`config.mk`:
```
export PLATFORM = sky130hd
export DESIGN_NAME = spi_addr_probe
export DESIGN_NICKNAME = d
export VERILOG_FILES = /design/src/rtl/spi_probe_pkg.sv /design/src/rtl/spi_half_timer.sv /design/src/rtl/spi_byte_engine.sv /design/src/rtl/spi_addr_probe.sv
export SDC_FILE = /design/constraint.sdc
export NUM_CORES = 1
export LEC_CHECK = 0
export ABC_AREA = 1
export BUFFER_PORTS_ARGS = -buffer_cell sky130_fd_sc_hd__buf_2
export CAP_MARGIN = 20
export CORE_MARGIN = 2
export CORE_UTILIZATION = 39
export CTS_BUF_LIST = sky130_fd_sc_hd__clkbuf_4
export DETAILED_ROUTE_END_ITERATION = 6
export GPL_ROUTABILITY_DRIVEN = 0
export PLACE_DENSITY_LB_ADDON = 0.08
export SETUP_SLACK_MARGIN = 0.1
export SLEW_MARGIN = 20
export SYNTH_ARGS = -nofsm -noshare
export SYNTH_HDL_FRONTEND = slang
export SYNTH_HIERARCHICAL = 1
export SYNTH_SLANG_ARGS = --single-unit
```
`constraint.sdc`:
```
create_clock -name clk -period 2.7 [get_ports clk]
set_input_delay 0.27 -clock clk [delete_from_list [all_inputs] [get_ports clk]]
set_output_delay 0.27 -clock clk [all_outputs]
set_load 0.01 [all_outputs]
```
`src/rtl/spi_probe_pkg.sv`:
```
package spi_probe_pkg;
  typedef enum logic [2:0] {
    PS_IDLE,
    PS_OPCODE,
    PS_ADDR,
    PS_READ,
    PS_GAP,
    PS_STREAM,
    PS_FAIL
  } probe_state_e;

  localparam logic [7:0] READ_OPCODE    = 8'h03;
  localparam int unsigned MAX_ADDR_BYTES = 4;
endpackage

```
`src/rtl/spi_half_timer.sv`:
```
module spi_half_timer #(
  parameter int CNT_W = 8
) (
  input  logic             clk,
  input  logic             rst_n,
  input  logic             run,
  input  logic [CNT_W-1:0] limit,
  output logic             tick
);
  logic [CNT_W-1:0] cnt_q, cnt_d;

  assign tick = run && (cnt_q == limit);

  always_comb begin
    if (!run || tick) cnt_d = '0;
    else              cnt_d = cnt_q + 1'b1;
  end

  always_ff @(posedge clk or negedge rst_n) begin
    if (!rst_n) cnt_q <= '0;
    else        cnt_q <= cnt_d;
  end
endmodule

```
`src/rtl/spi_byte_engine.sv`:
```
module spi_byte_engine #(
  parameter int CNT_W  = 8,
  parameter int BYTE_W = 8
) (
  input  logic              clk,
  input  logic              rst_n,
  input  logic              go,
  input  logic [BYTE_W-1:0] tx_byte,
  input  logic [CNT_W-1:0]  half_lim,
  input  logic              miso,
  output logic              sck,
  output logic              mosi,
  output logic              busy,
  output logic              done,
  output logic [BYTE_W-1:0] rx_byte
);
  localparam int EDGES = 2 * BYTE_W;
  localparam int IDX_W = $clog2(EDGES);

  logic              busy_q, busy_d;
  logic [IDX_W-1:0]  idx_q, idx_d;
  logic              sck_q, sck_d;
  logic              mosi_q, mosi_d;
  logic              done_q, done_d;
  logic [BYTE_W-1:0] tx_q, tx_d;
  logic [BYTE_W-1:0] rx_q, rx_d;
  logic              tick;

  spi_half_timer #(.CNT_W(CNT_W)) u_half (
    .clk   (clk),
    .rst_n (rst_n),
    .run   (busy_q),
    .limit (half_lim),
    .tick  (tick)
  );

  always_comb begin
    busy_d = busy_q;
    idx_d  = idx_q;
    sck_d  = sck_q;
    mosi_d = mosi_q;
    tx_d   = tx_q;
    rx_d   = rx_q;
    done_d = 1'b0;
    if (go && !busy_q) begin
      busy_d = 1'b1;
      idx_d  = '0;
      tx_d   = tx_byte;
    end else if (tick) begin
      if (!idx_q[0]) begin
        sck_d  = 1'b0;
        mosi_d = tx_q[BYTE_W-1];
        tx_d   = {tx_q[BYTE_W-2:0], 1'b0};
      end else begin
        sck_d = 1'b1;
        rx_d  = {rx_q[BYTE_W-2:0], miso};
      end
      if (idx_q == IDX_W'(EDGES - 1)) begin
        busy_d = 1'b0;
        done_d = 1'b1;
      end
      idx_d = idx_q + 1'b1;
    end
  end

  always_ff @(posedge clk or negedge rst_n) begin
    if (!rst_n) begin
      busy_q <= 1'b0;
      idx_q  <= '0;
      sck_q  <= 1'b1;
      mosi_q <= 1'b1;
      done_q <= 1'b0;
      tx_q   <= '0;
      rx_q   <= '0;
    end else begin
      busy_q <= busy_d;
      idx_q  <= idx_d;
      sck_q  <= sck_d;
      mosi_q <= mosi_d;
      done_q <= done_d;
      tx_q   <= tx_d;
      rx_q   <= rx_d;
    end
  end

  assign sck     = sck_q;
  assign mosi    = mosi_q;
  assign busy    = busy_q;
  assign done    = done_q;
  assign rx_byte = rx_q;

  // output bit moves only on a falling SCK edge
  a_r3_mosi_on_fall: assert property (@(posedge clk) disable iff (!rst_n)
    !$stable(mosi_q) |-> $fell(sck_q));
  // clock parked high between bytes
  a_r3_sck_idle_high: assert property (@(posedge clk) disable iff (!rst_n)
    !busy_q |-> sck_q);
  // a finished byte always ends on a rising edge
  a_r3_done_after_rise: assert property (@(posedge clk) disable iff (!rst_n)
    done_q |-> $rose(sck_q));
endmodule

```
`src/rtl/spi_addr_probe.sv`:
```
module spi_addr_probe
  import spi_probe_pkg::*;
#(
  parameter int DIV_W  = 8,
  parameter int BYTE_W = 8
) (
  input  logic              clk,
  input  logic              rst_n,
  input  logic              start,
  input  logic [DIV_W-1:0]  probe_half,
  input  logic [DIV_W-1:0]  boot_half,
  output logic              spi_sck,
  output logic              spi_cs_n,
  output logic              spi_mosi,
  input  logic              spi_miso,
  output logic [1:0]        width_code,
  output logic              detect_done,
  output logic              detect_fail,
  output logic [3:0]        cfg_nibble,
  output logic [BYTE_W-1:0] m_data,
  output logic              m_valid,
  input  logic              m_ready
);
  localparam int WSEL_W = $clog2(MAX_ADDR_BYTES);
  localparam int NIB_W  = BYTE_W / 2;
  localparam logic [WSEL_W-1:0] LAST_WSEL = WSEL_W'(MAX_ADDR_BYTES - 1);

  probe_state_e      state_q, state_d;
  logic              cs_n_q, cs_n_d;
  logic [WSEL_W-1:0] wsel_q, wsel_d;
  logic [WSEL_W-1:0] left_q, left_d;
  logic [WSEL_W-1:0] width_q, width_d;
  logic              done_q, done_d;
  logic              fail_q, fail_d;
  logic [NIB_W-1:0]  nib_q, nib_d;
  logic [BYTE_W-1:0] mdata_q, mdata_d;
  logic              mvalid_q, mvalid_d;
  logic              gap_half_q, gap_half_d;

  logic              x_go, x_busy, x_done;
  logic [BYTE_W-1:0] x_tx, x_rx;
  logic [DIV_W-1:0]  x_lim;
  logic              gap_tick;

  assign x_lim = (state_q == PS_STREAM) ? boot_half : probe_half;

  spi_byte_engine #(.CNT_W(DIV_W), .BYTE_W(BYTE_W)) u_eng (
    .clk      (clk),
    .rst_n    (rst_n),
    .go       (x_go),
    .tx_byte  (x_tx),
    .half_lim (x_lim),
    .miso     (spi_miso),
    .sck      (spi_sck),
    .mosi     (spi_mosi),
    .busy     (x_busy),
    .done     (x_done),
    .rx_byte  (x_rx)
  );

  spi_half_timer #(.CNT_W(DIV_W)) u_gap (
    .clk   (clk),
    .rst_n (rst_n),
    .run   (state_q == PS_GAP),
    .limit (probe_half),
    .tick  (gap_tick)
  );

  always_comb begin
    state_d    = state_q;
    cs_n_d     = cs_n_q;
    wsel_d     = wsel_q;
    left_d     = left_q;
    width_d    = width_q;
    done_d     = 1'b0;
    fail_d     = fail_q;
    nib_d      = nib_q;
    mdata_d    = mdata_q;
    mvalid_d   = mvalid_q;
    gap_half_d = gap_half_q;
    x_go       = 1'b0;
    x_tx       = '0;
    unique case (state_q)
      PS_IDLE: begin
        if (start) begin
          x_go    = 1'b1;
          x_tx    = BYTE_W'(READ_OPCODE);
          cs_n_d  = 1'b0;
          wsel_d  = '0;
          state_d = PS_OPCODE;
        end
      end
      PS_OPCODE: begin
        if (x_done) begin
          x_go    = 1'b1;
          left_d  = wsel_q;
          state_d = PS_ADDR;
        end
      end
      PS_ADDR: begin
        if (x_done) begin
          x_go = 1'b1;
          if (left_q != '0) left_d = left_q - 1'b1;
          else              state_d = PS_READ;
        end
      end
      PS_READ: begin
        if (x_done) begin
          if (x_rx != '1) begin
            width_d  = wsel_q;
            done_d   = 1'b1;
            nib_d    = x_rx[BYTE_W-1 -: NIB_W];
            mdata_d  = x_rx;
            mvalid_d = 1'b1;
            state_d  = PS_STREAM;
          end else begin
            cs_n_d     = 1'b1;
            gap_half_d = 1'b0;
            state_d    = PS_GAP;
          end
        end
      end
      PS_GAP: begin
        if (gap_tick) begin
          if (!gap_half_q) begin
            gap_half_d = 1'b1;
          end else if (wsel_q == LAST_WSEL) begin
            fail_d  = 1'b1;
            state_d = PS_FAIL;
          end else begin
            x_go    = 1'b1;
            x_tx    = BYTE_W'(READ_OPCODE);
            cs_n_d  = 1'b0;
            wsel_d  = wsel_q + 1'b1;
            state_d = PS_OPCODE;
          end
        end
      end
      PS_STREAM: begin
        if (x_done) begin
          mdata_d  = x_rx;
          mvalid_d = 1'b1;
        end else if (mvalid_q && m_ready) begin
          mvalid_d = 1'b0;
          x_go     = !x_busy;
        end else if (!mvalid_q) begin
          x_go = !x_busy;
        end
      end
      PS_FAIL: begin
        cs_n_d = 1'b1;
      end
      default: state_d = PS_IDLE;
    endcase
  end

  always_ff @(posedge clk or negedge rst_n) begin
    if (!rst_n) begin
      state_q    <= PS_IDLE;
      cs_n_q     <= 1'b1;
      wsel_q     <= '0;
      left_q     <= '0;
      width_q    <= '0;
      done_q     <= 1'b0;
      fail_q     <= 1'b0;
      nib_q      <= '0;
      mdata_q    <= '0;
      mvalid_q   <= 1'b0;
      gap_half_q <= 1'b0;
    end else begin
      state_q    <= state_d;
      cs_n_q     <= cs_n_d;
      wsel_q     <= wsel_d;
      left_q     <= left_d;
      width_q    <= width_d;
      done_q     <= done_d;
      fail_q     <= fail_d;
      nib_q      <= nib_d;
      mdata_q    <= mdata_d;
      mvalid_q   <= mvalid_d;
      gap_half_q <= gap_half_d;
    end
  end

  assign spi_cs_n    = cs_n_q;
  assign width_code  = width_q;
  assign detect_done = done_q;
  assign detect_fail = fail_q;
  assign cfg_nibble  = nib_q;
  assign m_data      = mdata_q;
  assign m_valid     = mvalid_q;

  // detection flag is a single-cycle pulse
  a_r5_done_single: assert property (@(posedge clk) disable iff (!rst_n)
    detect_done |=> !detect_done);
  // failure is sticky with the bus parked
  a_r7_fail_sticky: assert property (@(posedge clk) disable iff (!rst_n)
    detect_fail |=> detect_fail && spi_cs_n && spi_sck && !detect_done);
  // waiting byte holds its value
  a_r10_hold: assert property (@(posedge clk) disable iff (!rst_n)
    m_valid && !m_ready |=> m_valid && $stable(m_data));
  // clock parked while a byte waits
  a_r10_sck_parked: assert property (@(posedge clk) disable iff (!rst_n)
    m_valid |-> spi_sck);
  // select stays low once streaming
  a_r8_cs_low_stream: assert property (@(posedge clk) disable iff (!rst_n)
    (state_q == PS_STREAM) |-> !spi_cs_n);
  // select high during the inter-probe gap
  a_r6_cs_high_gap: assert property (@(posedge clk) disable iff (!rst_n)
    (state_q == PS_GAP) |-> spi_cs_n && spi_sck);
endmodule

```
==> results of run 1 <==
## cell type report
type                    instances  area [sq um]
clock buffers                   9         67.56
multi-input cells             373          1871
well taps                     129         161.4
fillers                       931          5030
clock inverters                 7         70.07
inverters                      49         186.4
repair buffers                 49         286.5
flip-flops and latches         66          1655
## final timing paths
path	slack [ns]	to	from	cells past startpoint
max in group asynchronous	1.55	spi_cs_n$_DFFE_PN1P_	rst_n	3
worst max-delay path	0.39	u_eng/tx_q[0]$_DFFE_PN0P_	u_gap/cnt_q[5]$_DFF_PN0_	12
min in group asynchronous	0.45	m_data[2]$_DFFE_PN0P_	rst_n	2
worst min-delay path	0.1	u_eng/rx_byte[0]$_DFFE_PN0P_	spi_miso	3
worst min register to register	0.47	spi_cs_n$_DFFE_PN1P_	spi_cs_n$_DFFE_PN1P_	2
worst max register to register	0.39	u_eng/tx_q[0]$_DFFE_PN0P_	u_gap/cnt_q[5]$_DFF_PN0_	12
## cells in the mapped netlist
cell | count | area (sq um)
nand2_2 | 4 | 25.02
nand3_4 | 1 | 17.52
xor2_1 | 6 | 52.55
o21ai_0 | 8 | 40.04
dfrtp_1 | 63 | 1577
nand3b_1 | 1 | 7.510
xnor2_1 | 10 | 87.58
dfstp_2 | 3 | 78.83
a21oi_1 | 4 | 20.02
nor3_1 | 2 | 10.01
o21bai_1 | 1 | 7.510
nand4_1 | 11 | 68.82
o21ai_1 | 2 | 10.01
buf_6 | 5 | 56.30
o2111ai_1 | 1 | 8.760
ha_1 | 5 | 62.56
nand3_2 | 2 | 20.02
buf_4 | 6 | 45.04
o211ai_2 | 7 | 87.58
buf_2 | 1 | 5.000
nand3_1 | 44 | 220.2
nand4_2 | 1 | 12.51
inv_2 | 8 | 30.03
conb_1 | 1 | 3.750
inv_1 | 41 | 153.9
nor3_2 | 4 | 40.04
nor2_1 | 40 | 150.1
nand2_4 | 8 | 90.09
nand2_1 | 199 | 747.0
o21ai_4 | 1 | 16.27
nor2_4 | 1 | 11.26
nor2_2 | 4 | 25.02
## power groups by stage
stage                     clock, W  sequential (W)  combinational [W]
after floorplan                  0         0.00126           0.000877
after global placement           0         0.00128            0.00110
after detailed placement         0         0.00128            0.00111
after CTS                 0.000695         0.00126            0.00111
after global routing      0.000723         0.00129            0.00129
final                     0.000663         0.00127            0.00111
## layout by cell type, fill, tap and decap left out, drive strengths merged
cell         netlist  routed
nand3             47      47
dlygate4sd3        0       1
ha                 5       5
clkinvlp           0       3
dfrtp             63      63
xnor2             10      10
nand4             12      12
o21bai             1       1
bufinv             0       1
clkinv             0       3
nor3               6       6
nor2              45      45
dfstp              3       3
o211ai             7       7
nand3b             1       1
a21oi              4       4
xor2               6       6
o21ai             11      11
inv               49      49
clkbuf             0       9
nand2            211     211
conb               1       6
buf               12      48
o2111ai            1       1
## layer usage
layer	up-vias	part of all wire	track usage
met2	44	0.44	0.2629
met4	0	0.012	0.06154
met1	1471	0.52	0.2455
met3	10	0.028	0.02644
li1	1661	-	-
met5	-	0	0
## sequential cells by signal (all words and copies together) (netlist names)
register	count
u_eng/u_half/cnt_q	8
cfg_nibble	4
u_eng/mosi	1
u_eng/sck	1
m_data	8
left_q	2
u_eng/idx_q	4
spi_cs_n	1
state_q	3
width_code	2
u_eng/rx_byte	8
u_eng/done	1
m_valid	1
u_eng/busy	1
wsel_q	2
u_eng/tx_q	8
detect_fail	1
gap_half_q	1
detect_done	1
u_gap/cnt_q	8
## metrics by stage
| stage | worst slack, ns | total power [W] | utilization | std cells |
|---|---|---|---|---|
| global route | 0.1074 | 0.003306 | 0.4608 | 682 |
| global placement | 0.1778 | 0.002381 | 0.4432 | 665 |
| CTS | 0.1297 | 0.003072 | 0.4590 | 682 |
| floorplan | 0.4051 | 0.002140 | - | 500 |
| detailed placement | 0.1452 | 0.002391 | 0.4432 | 665 |
| finish | 0.3935 | 0.003041 | 0.4608 | 682 |
## repair_timing
item | CTS | global route
gates resized for setup | 0 | 4
endpoints found under the hold margin | 26 | 0
hold buffers | 1 | 0
endpoints found under the setup margin | 0 | 23
setup buffers | 0 | 0
## worst min-delay path, stage by stage
cell and delay, ns:
buf_2 0.09, nand4_1 0.07, nand2_1 0.05
## cell families after synthesis
| family | synth area share |
|---|---|
| AOI/OAI and AO/OA | 0.05022 |
| xor gates and xnor gates | 0.03700 |
| adders and majority gates | 0.01652 |
| buffers and inverters | 0.07664 |
| DFF | 0.4371 |
| other | 0.0009901 |
| and+or+nand+nor | 0.3816 |
==> run metrics, run 1 <==
total die area=about 11,000 sq um; Worst Path Buf+Inv=1; library cells used by synthesis=32; Leakage=~2.4 nW; Crit Path Max Fanout=31; first-pass GRT wire length=approximately 14,000 um; I/O Pins=41; post-route clock skew=0.01700 ns; Slowest cell on crit path=dfrtp_1; setup TNS=0 ns; Core Region=slightly above 9000 sq um; PortBufs=40; Arr. time, crit path=around 2.6 ns; CP dominant cell by count=nand2_1; Hold WS=0.09522 ns; startpoint types=flip-flop; CP Capture Type=flip-flop; H-tree Lvls=3; DRC Markers=0; DR iter-0 viols=about 150; RSZ-0062 raised after global routing=false; CP max stage delay=about 0.40 ns; Switch Pwr=about 0.0012 W; clk buf depth=2; Internal=~0.0018 W; Syn Area/Cell=about 7.7 sq um; worst vdd ir=~0.29 mV; #FFs+latches synth=66; vias in the first global route=3,038; site row count=35; Final nets=574; Tcrit/Tclk final=0.8543; Ys Warns=6; Initial Utilization=0.4060; crit path time final=between 2 and 2.5 ns; Layout area overhead=13.48%; Root Buffer Master=clkbuf_4; Fmax=433.6 MHz; Worst Tran Pin Value=between 0.7 and 0.8 ns; Cells after Synth=about 500; count of pins over their slew limit=0; GRT overflow=0; Sink Count=66; max cap viols=0; worst hold path type=in2reg; drt wl/cell=about 12 um; Die Span X=about 100 um; Cell Area, Synth=around 3800 sq um; status=completed; CTS tree=yes; logic gate share of total power=0.365; final wirelength=a little over 8000 um; worst-path cell chain=inv_1 > nand2_1 > nand2_1 > nand2_1 > nor2_1 > nand2_2 > nor2_1 > nand4_2 > o2111ai_1 > nand2_4 > o21ai_4 > o21ai_0; drt pass-1 iters=4; Sw Share=0.4025; layout cell share with drive strength beyond 1=0.1953; die height=~100 um; largest net degree at the start of global routing=39; Rel. slew slack=0.5302; vias per inst=4.672; # setup viols final=0; fin area=between 4000 and 5000 sq um; dpl hpwl=5926 um; CP required=between 2 and 3 ns; Worst-path clk slew=0.12 ns; clock latency on the worst-skew pair=0.41 ns; Seq pwr share=0.417; GRT Util Overall=0.1710; P per Cell Area=slightly above 700 nW/um^2; CTS Buf Count=9; sequential fraction of the synthesis area=0.4371; Clk pwr share=0.218; via count=between 3,000 and 4,000; antenna cell count=0; area post-placement=approximately 4100 sq um; critical path type=reg2reg; initial antenna violation count=0; final hold viol count=0; CP top delay family=simple AND/OR/NAND/NOR gates; number of routed nets with antenna violations=0
Note: power is estimated with default switching activity, not from simulation.
==> run 2, diff against run 1 <==
- CAP_MARGIN: 20 -> not set
- REMOVE_ABC_BUFFERS: not set -> 1
==> run metrics, run 2 (synthesis gave the netlist of run 1 again) <==
total die area=10,520 sq um (unchanged); GRT overflow=0 (unchanged); final setup margin=0.3778 ns (was 0.3935 ns); P per Cell Area=719.1 nW/um^2 (was 707.5 nW/um^2); Worst-path clk slew=0.14 ns (was 0.12 ns); worst hold path type=in2reg (unchanged); first-pass GRT wire length=14,010 um (was 14,110 um); dpl hpwl=5954 um (was 5926 um); clk buf depth=2 (unchanged); number of routed nets with antenna violations=0 (unchanged); Arr. time, crit path=2.65 ns (was 2.60 ns); critical path type=reg2reg (unchanged); worst vdd ir=0.2909 mV (was 0.2886 mV); via count=3,170 (was 3,186); max cap viols=0 (unchanged); Worst Tran Pin Value=0.6412 ns (was 0.7047 ns); hold endpoint=u_eng/rx_byte[0]$_DFFE_PN0P_ (unchanged); origin of the critical flop-to-flop path=state_q[1]$_DFFE_PN0P_ (was u_gap/cnt_q[5]$_DFF_PN0_); site row count=35 (unchanged); Fmax=430.6 MHz (was 433.6 MHz); Cells on Worst Hold Path=3 (unchanged); total power=0.003095 W (was 0.003041 W); Die Span X=102.5 um (unchanged); Root Buffer Master=clkbuf_4 (unchanged); dpl ws=0.2146 ns (was 0.1452 ns); PortBufs=40 (unchanged); vias in the first global route=2,957 (was 3,038); area post-placement=4126 sq um (was 4134 sq um); Leakage=2.378 nW (was 2.369 nW); clock latency on the worst-skew pair=0.44 ns (was 0.41 ns); initial antenna violation count=0 (unchanged); antenna cell count=0 (unchanged); R2R setup slack=0.38 ns (was 0.39 ns); drt pass-1 iters=7 (was 4); vias per inst=4.648 (was 4.672); CTS tree=yes (unchanged); Initial Utilization=0.4060 (unchanged); final wirelength=8398 um (was 8243 um); drt wl/cell=12.31 um (was 12.09 um); R2R Path End=u_eng/idx_q[3]$_DFFE_PN0P_ (was u_eng/tx_q[0]$_DFFE_PN0P_); DRC Markers=0 (unchanged); GRT Util Overall=0.1721 (was 0.1710); Layout area overhead=13.64% (was 13.48%); CTS Buf Count=9 (unchanged); Core Region=9328 sq um (unchanged); H-tree Lvls=3 (unchanged); layout cell share with drive strength beyond 1=0.1953 (unchanged); CP required=3.03 ns (was 2.99 ns); Sink Count=66 (unchanged); Hold WS=0.07869 ns (was 0.09522 ns); # fillers=976 (was 931); setup TNS=0 ns (unchanged); RSZ-0062 raised after global routing=false (unchanged); Hold Startpoint=spi_miso (unchanged); area occupied by multi-input gates=1874 sq um (was 1871 sq um); CP Capture Type=flip-flop (unchanged); # setup viols final=0 (unchanged); most common cell after layout, fill and taps aside=nand2_1 (unchanged); post-CTS setup buffers=0 (unchanged); Register Area=1655 sq um (unchanged); status=completed (unchanged); final hold viol count=0 (unchanged); crit path time final=2.322 ns (was 2.307 ns); DR iter-0 viols=120 (was 145); most frequent cells in the layout=nand2_1 (199), dfrtp_1 (63), nand3_1 (44) (unchanged); post-route clock skew=0.02294 ns (was 0.01700 ns); Final nets=574 (unchanged); I/O Pins=41 (unchanged); Rel. slew slack=0.5726 (was 0.5302); startpoint types=flip-flop (unchanged); Crit Path Max Fanout=14 (was 31); worst reg2reg path depth=16 (was 12); fin area=4304 sq um (was 4298 sq um); count of pins over their slew limit=0 (unchanged); largest net degree at the start of global routing=42 (was 39); die height=102.5 um (unchanged); Tcrit/Tclk final=0.8601 (was 0.8543)
run 2: worst max-delay path by stage:
stage / startpoint / end / slack (ns)
after floorplan: state_q[1]$_DFFE_PN0P_ / u_eng/tx_q[0]$_DFFE_PN0P_ / -0.05
after global placement: state_q[1]$_DFFE_PN0P_ / u_eng/idx_q[3]$_DFFE_PN0P_ / 0.26
after detailed placement: state_q[1]$_DFFE_PN0P_ / u_eng/idx_q[3]$_DFFE_PN0P_ / 0.21
after CTS: state_q[1]$_DFFE_PN0P_ / u_eng/idx_q[3]$_DFFE_PN0P_ / 0.19
after global routing: u_gap/cnt_q[1]$_DFF_PN0_ / u_eng/tx_q[4]$_DFFE_PN0P_ / 0.10
final: state_q[1]$_DFFE_PN0P_ / u_eng/idx_q[3]$_DFFE_PN0P_ / 0.38
run 2: where the power goes:
group,internal [W],leakage (nW),switching [W]
registers,0.00113,0.869,0.000144
logic,0.000403,1.43,0.000692
clock network,0.000297,0.0790,0.000427
run 2: through the flow:
step | util | cells
2_1_floorplan | - | 488
3_3_place_gp | 0.4424 | 664
3_5_place_dp | 0.4424 | 664
4_1_cts | 0.4597 | 681
5_1_grt | 0.4614 | 682
6_report | 0.4614 | 682
run 2: what timing repair did:
item / in CTS / in global routing
endpoints found under the setup margin: 0 / 15
hold endpoints to repair: 23 / 0
hold buffers: 1 / 0
resized for setup: 0 / 2
run 2: worst max-delay path, cell delays in order, from the launching register on:
cell	delay, ns
dfrtp_1	0.42
inv_2	0.11
nand3_4	0.16
inv_4	0.17
nand2_1	0.06
nand2_1	0.07
xnor2_1	0.12
nand2_1	0.07
nor2_1	0.15
nand2_2	0.10
nor2_1	0.17
buf_4	0.25
nand2_1	0.07
nor2_1	0.14
nand2_1	0.06
nand2_1	0.05
nor2_1	0.05
run 2: cell type report:
class | instances | share of cell area
multi-input cells | 374 | 0.4355
flip-flops and latches | 66 | 0.3846
repair buffers | 48 | 0.06395
inverters | 49 | 0.04331
well taps | 129 | 0.03750
clock inverters | 7 | 0.01948
clock buffers | 9 | 0.01570
run 2: per-layer routing:
layer	up-vias	GRT usage	wire length (um)
met5	-	0	0
met4	0	0.07077	108
met3	8	0.02847	177
met2	36	0.2619	3704
met1	1462	0.2444	4407
li1	1664	-	-
==> run 3, diff against run 2 <==
- ABC_CLOCK_PERIOD_IN_PS: not set -> 2700
- CTS_BUF_LIST: sky130_fd_sc_hd__clkbuf_4 -> not set
==> run metrics, run 3 (synthesis gave the netlist of run 1 again) <==
worst-path cell chain=inv_2 > nand3_4 > inv_4 > nand2_1 > nand2_1 > xnor2_1 > nand2_1 > nor2_1 > nand2_2 > nor2_1 > buf_4 > nand2_1 > nor2_1 > nand2_1 > nand2_1 > nor2_1 (unchanged); layout cell share with drive strength beyond 1=0.1953 (unchanged); I/O Pins=41 (unchanged); logic gate share of total power=0.336 (was 0.354); status=completed (unchanged); Leakage=2.401 nW (was 2.378 nW); hold endpoint=u_eng/rx_byte[0]$_DFFE_PN0P_ (unchanged); Worst Tran Pin Value=0.6434 ns (was 0.6412 ns); first-pass GRT wire length=14,020 um (was 14,010 um); final hold viol count=0 (unchanged); vias in the first global route=2,969 (was 2,957); crit path time final=2.345 ns (was 2.322 ns); Switch Pwr=0.001276 W (was 0.001262 W); vias per inst=4.650 (was 4.648); Layout area overhead=15.13% (was 13.64%); CTS Buf Count=9 (unchanged); H-tree Lvls=3 (unchanged); Die Span X=102.5 um (unchanged); most common cell after layout, fill and taps aside=nand2_1 (unchanged); clock latency on the worst-skew pair=0.35 ns (was 0.44 ns); total power=0.003254 W (was 0.003095 W); DRC Markers=0 (unchanged); number of routed nets with antenna violations=0 (unchanged); count of pins over their slew limit=0 (unchanged); Slowest cell on crit path=dfrtp_1 (unchanged); # setup viols final=0 (unchanged); total die area=10,520 sq um (unchanged); Fmax=426.5 MHz (was 430.6 MHz); antenna cell count=0 (unchanged); startpoint types=flip-flop (unchanged); critical path type=reg2reg (unchanged); Final nets=574 (unchanged); CP Capture Type=flip-flop (unchanged); area post-placement=4126 sq um (unchanged); Arr. time, crit path=2.58 ns (was 2.65 ns); Tcrit/Tclk final=0.8684 (was 0.8601); drt pass-1 iters=4 (was 7); via count=3,171 (was 3,170); final wirelength=8385 um (was 8398 um); fin area=4360 sq um (was 4304 sq um); R2R setup slack=0.36 ns (was 0.38 ns); Internal=0.001978 W (was 0.001833 W); clk buf depth=2 (unchanged); most frequent cells in the layout=nand2_1 (199), dfrtp_1 (63), nand3_1 (44) (unchanged); die height=102.5 um (unchanged); drt wl/cell=12.29 um (was 12.31 um); worst reg2reg path depth=16 (unchanged); Crit Path Max Fanout=14 (unchanged); dpl hpwl=5954 um (unchanged); max cap viols=0 (unchanged); Seq pwr share=0.392 (was 0.412); worst hold path type=in2reg (unchanged); GRT Util Overall=0.1727 (was 0.1721); R2R Path End=u_eng/idx_q[3]$_DFFE_PN0P_ (unchanged); Initial Utilization=0.4060 (unchanged); worst vdd ir=0.2912 mV (was 0.2909 mV); Sw Share=0.3921 (was 0.4079); CTS tree=yes (unchanged); initial antenna violation count=0 (unchanged); # placed instances=664 (unchanged); P per Cell Area=746.3 nW/um^2 (was 719.1 nW/um^2); GRT overflow=0 (unchanged); Rel. slew slack=0.5711 (was 0.5726); post-route clock skew=0.01342 ns (was 0.02294 ns); RSZ-0062 raised after global routing=false (unchanged); Cells on Worst Hold Path=3 (unchanged); CP max stage delay=0.40 ns (was 0.42 ns); Core Region=9328 sq um (unchanged); Hold Startpoint=spi_miso (unchanged); Sink Count=66 (unchanged); Final Non-Filler Cells=682 (unchanged); PortBufs=40 (unchanged); origin of the critical flop-to-flop path=state_q[1]$_DFFE_PN0P_ (unchanged); Root Buffer Master=clkbuf_8 (was clkbuf_4); final setup margin=0.3553 ns (was 0.3778 ns); site row count=35 (unchanged); CP required=2.94 ns (was 3.03 ns); Worst-path clk slew=0.09 ns (was 0.14 ns); dpl ws=0.2146 ns (unchanged); Clk pwr share=0.271 (was 0.234); largest net degree at the start of global routing=42 (unchanged); DR iter-0 viols=91 (was 120); CP dominant cell by count=nand2_1 (unchanged)
-- run 3: cell counts in the layout (fill, tap and decap cells not counted) --
Identical to the previous run, type by type.
-- run 3: per-layer routing --
metal,share of wire,GRT usage
met1,0.51,0.2441
met2,0.45,0.2629
met3,0.029,0.03051
met4,0.0078,0.07077
met5,0,0
-- run 3: power by group through the flow --
stage / clock (W) / combinational [W] / sequential (W)
finish: 0.000883 / 0.00109 / 0.00128
floorplan: 0 / 0.000760 / 0.00132
global route: 0.000961 / 0.00126 / 0.00130
global placement: 0 / 0.00108 / 0.00129
detailed placement: 0 / 0.00109 / 0.00129
CTS: 0.000916 / 0.00109 / 0.00127
-- run 3: how the worst max path moves through the flow --
stage / slack [ns] / startpoint / endpoint
4_1_cts: 0.19 / state_q[1]$_DFFE_PN0P_ / u_eng/idx_q[3]$_DFFE_PN0P_
6_report: 0.36 / state_q[1]$_DFFE_PN0P_ / u_eng/idx_q[3]$_DFFE_PN0P_
2_1_floorplan: -0.05 / state_q[1]$_DFFE_PN0P_ / u_eng/tx_q[0]$_DFFE_PN0P_
3_5_place_dp: 0.21 / state_q[1]$_DFFE_PN0P_ / u_eng/idx_q[3]$_DFFE_PN0P_
3_3_place_gp: 0.26 / state_q[1]$_DFFE_PN0P_ / u_eng/idx_q[3]$_DFFE_PN0P_
5_1_grt: 0.12 / u_gap/cnt_q[1]$_DFF_PN0_ / u_eng/tx_q[4]$_DFFE_PN0P_
-- run 3: timing repair --
item | in CTS | in global routing
hold buffers | 1 | 0
resized for setup | 0 | 2
buffers inserted | 0 | 0
hold endpoints to repair | 23 | 0
setup endpoints to repair | 0 | 16
-- run 3: cell type report --
cell class	instances	area, sq um
Sequential cell	66	1655
Inverter	49	186.4
Multi-Input combinational cell	374	1874
Tap cell	129	161.4
Clock inverter	7	83.83
Timing Repair Buffer	48	275.3
Clock buffer	9	123.9
Fill cell	969	4967
-- run 3: through the flow --
step / TNS [ns] / hold slack (ns) / utilization
finish: 0 / 0.1820 / 0.4675
CTS: 0 / 0.1579 / 0.4657
global route: 0 / 0.1902 / 0.4675
floorplan: -0.1614 / -0.02559 / -
global placement: 0 / 0.3294 / 0.4424
detailed placement: 0 / 0.3353 / 0.4424
-- run 3: worst max-delay path, delay by kind of cell (launching register included) --
kind | cells | cell delay (ns)
and+or+nand+nor | 12 | 1.16
xor gates and xnor gates | 1 | 0.12
DFF | 1 | 0.40
buffers and inverters | 3 | 0.53
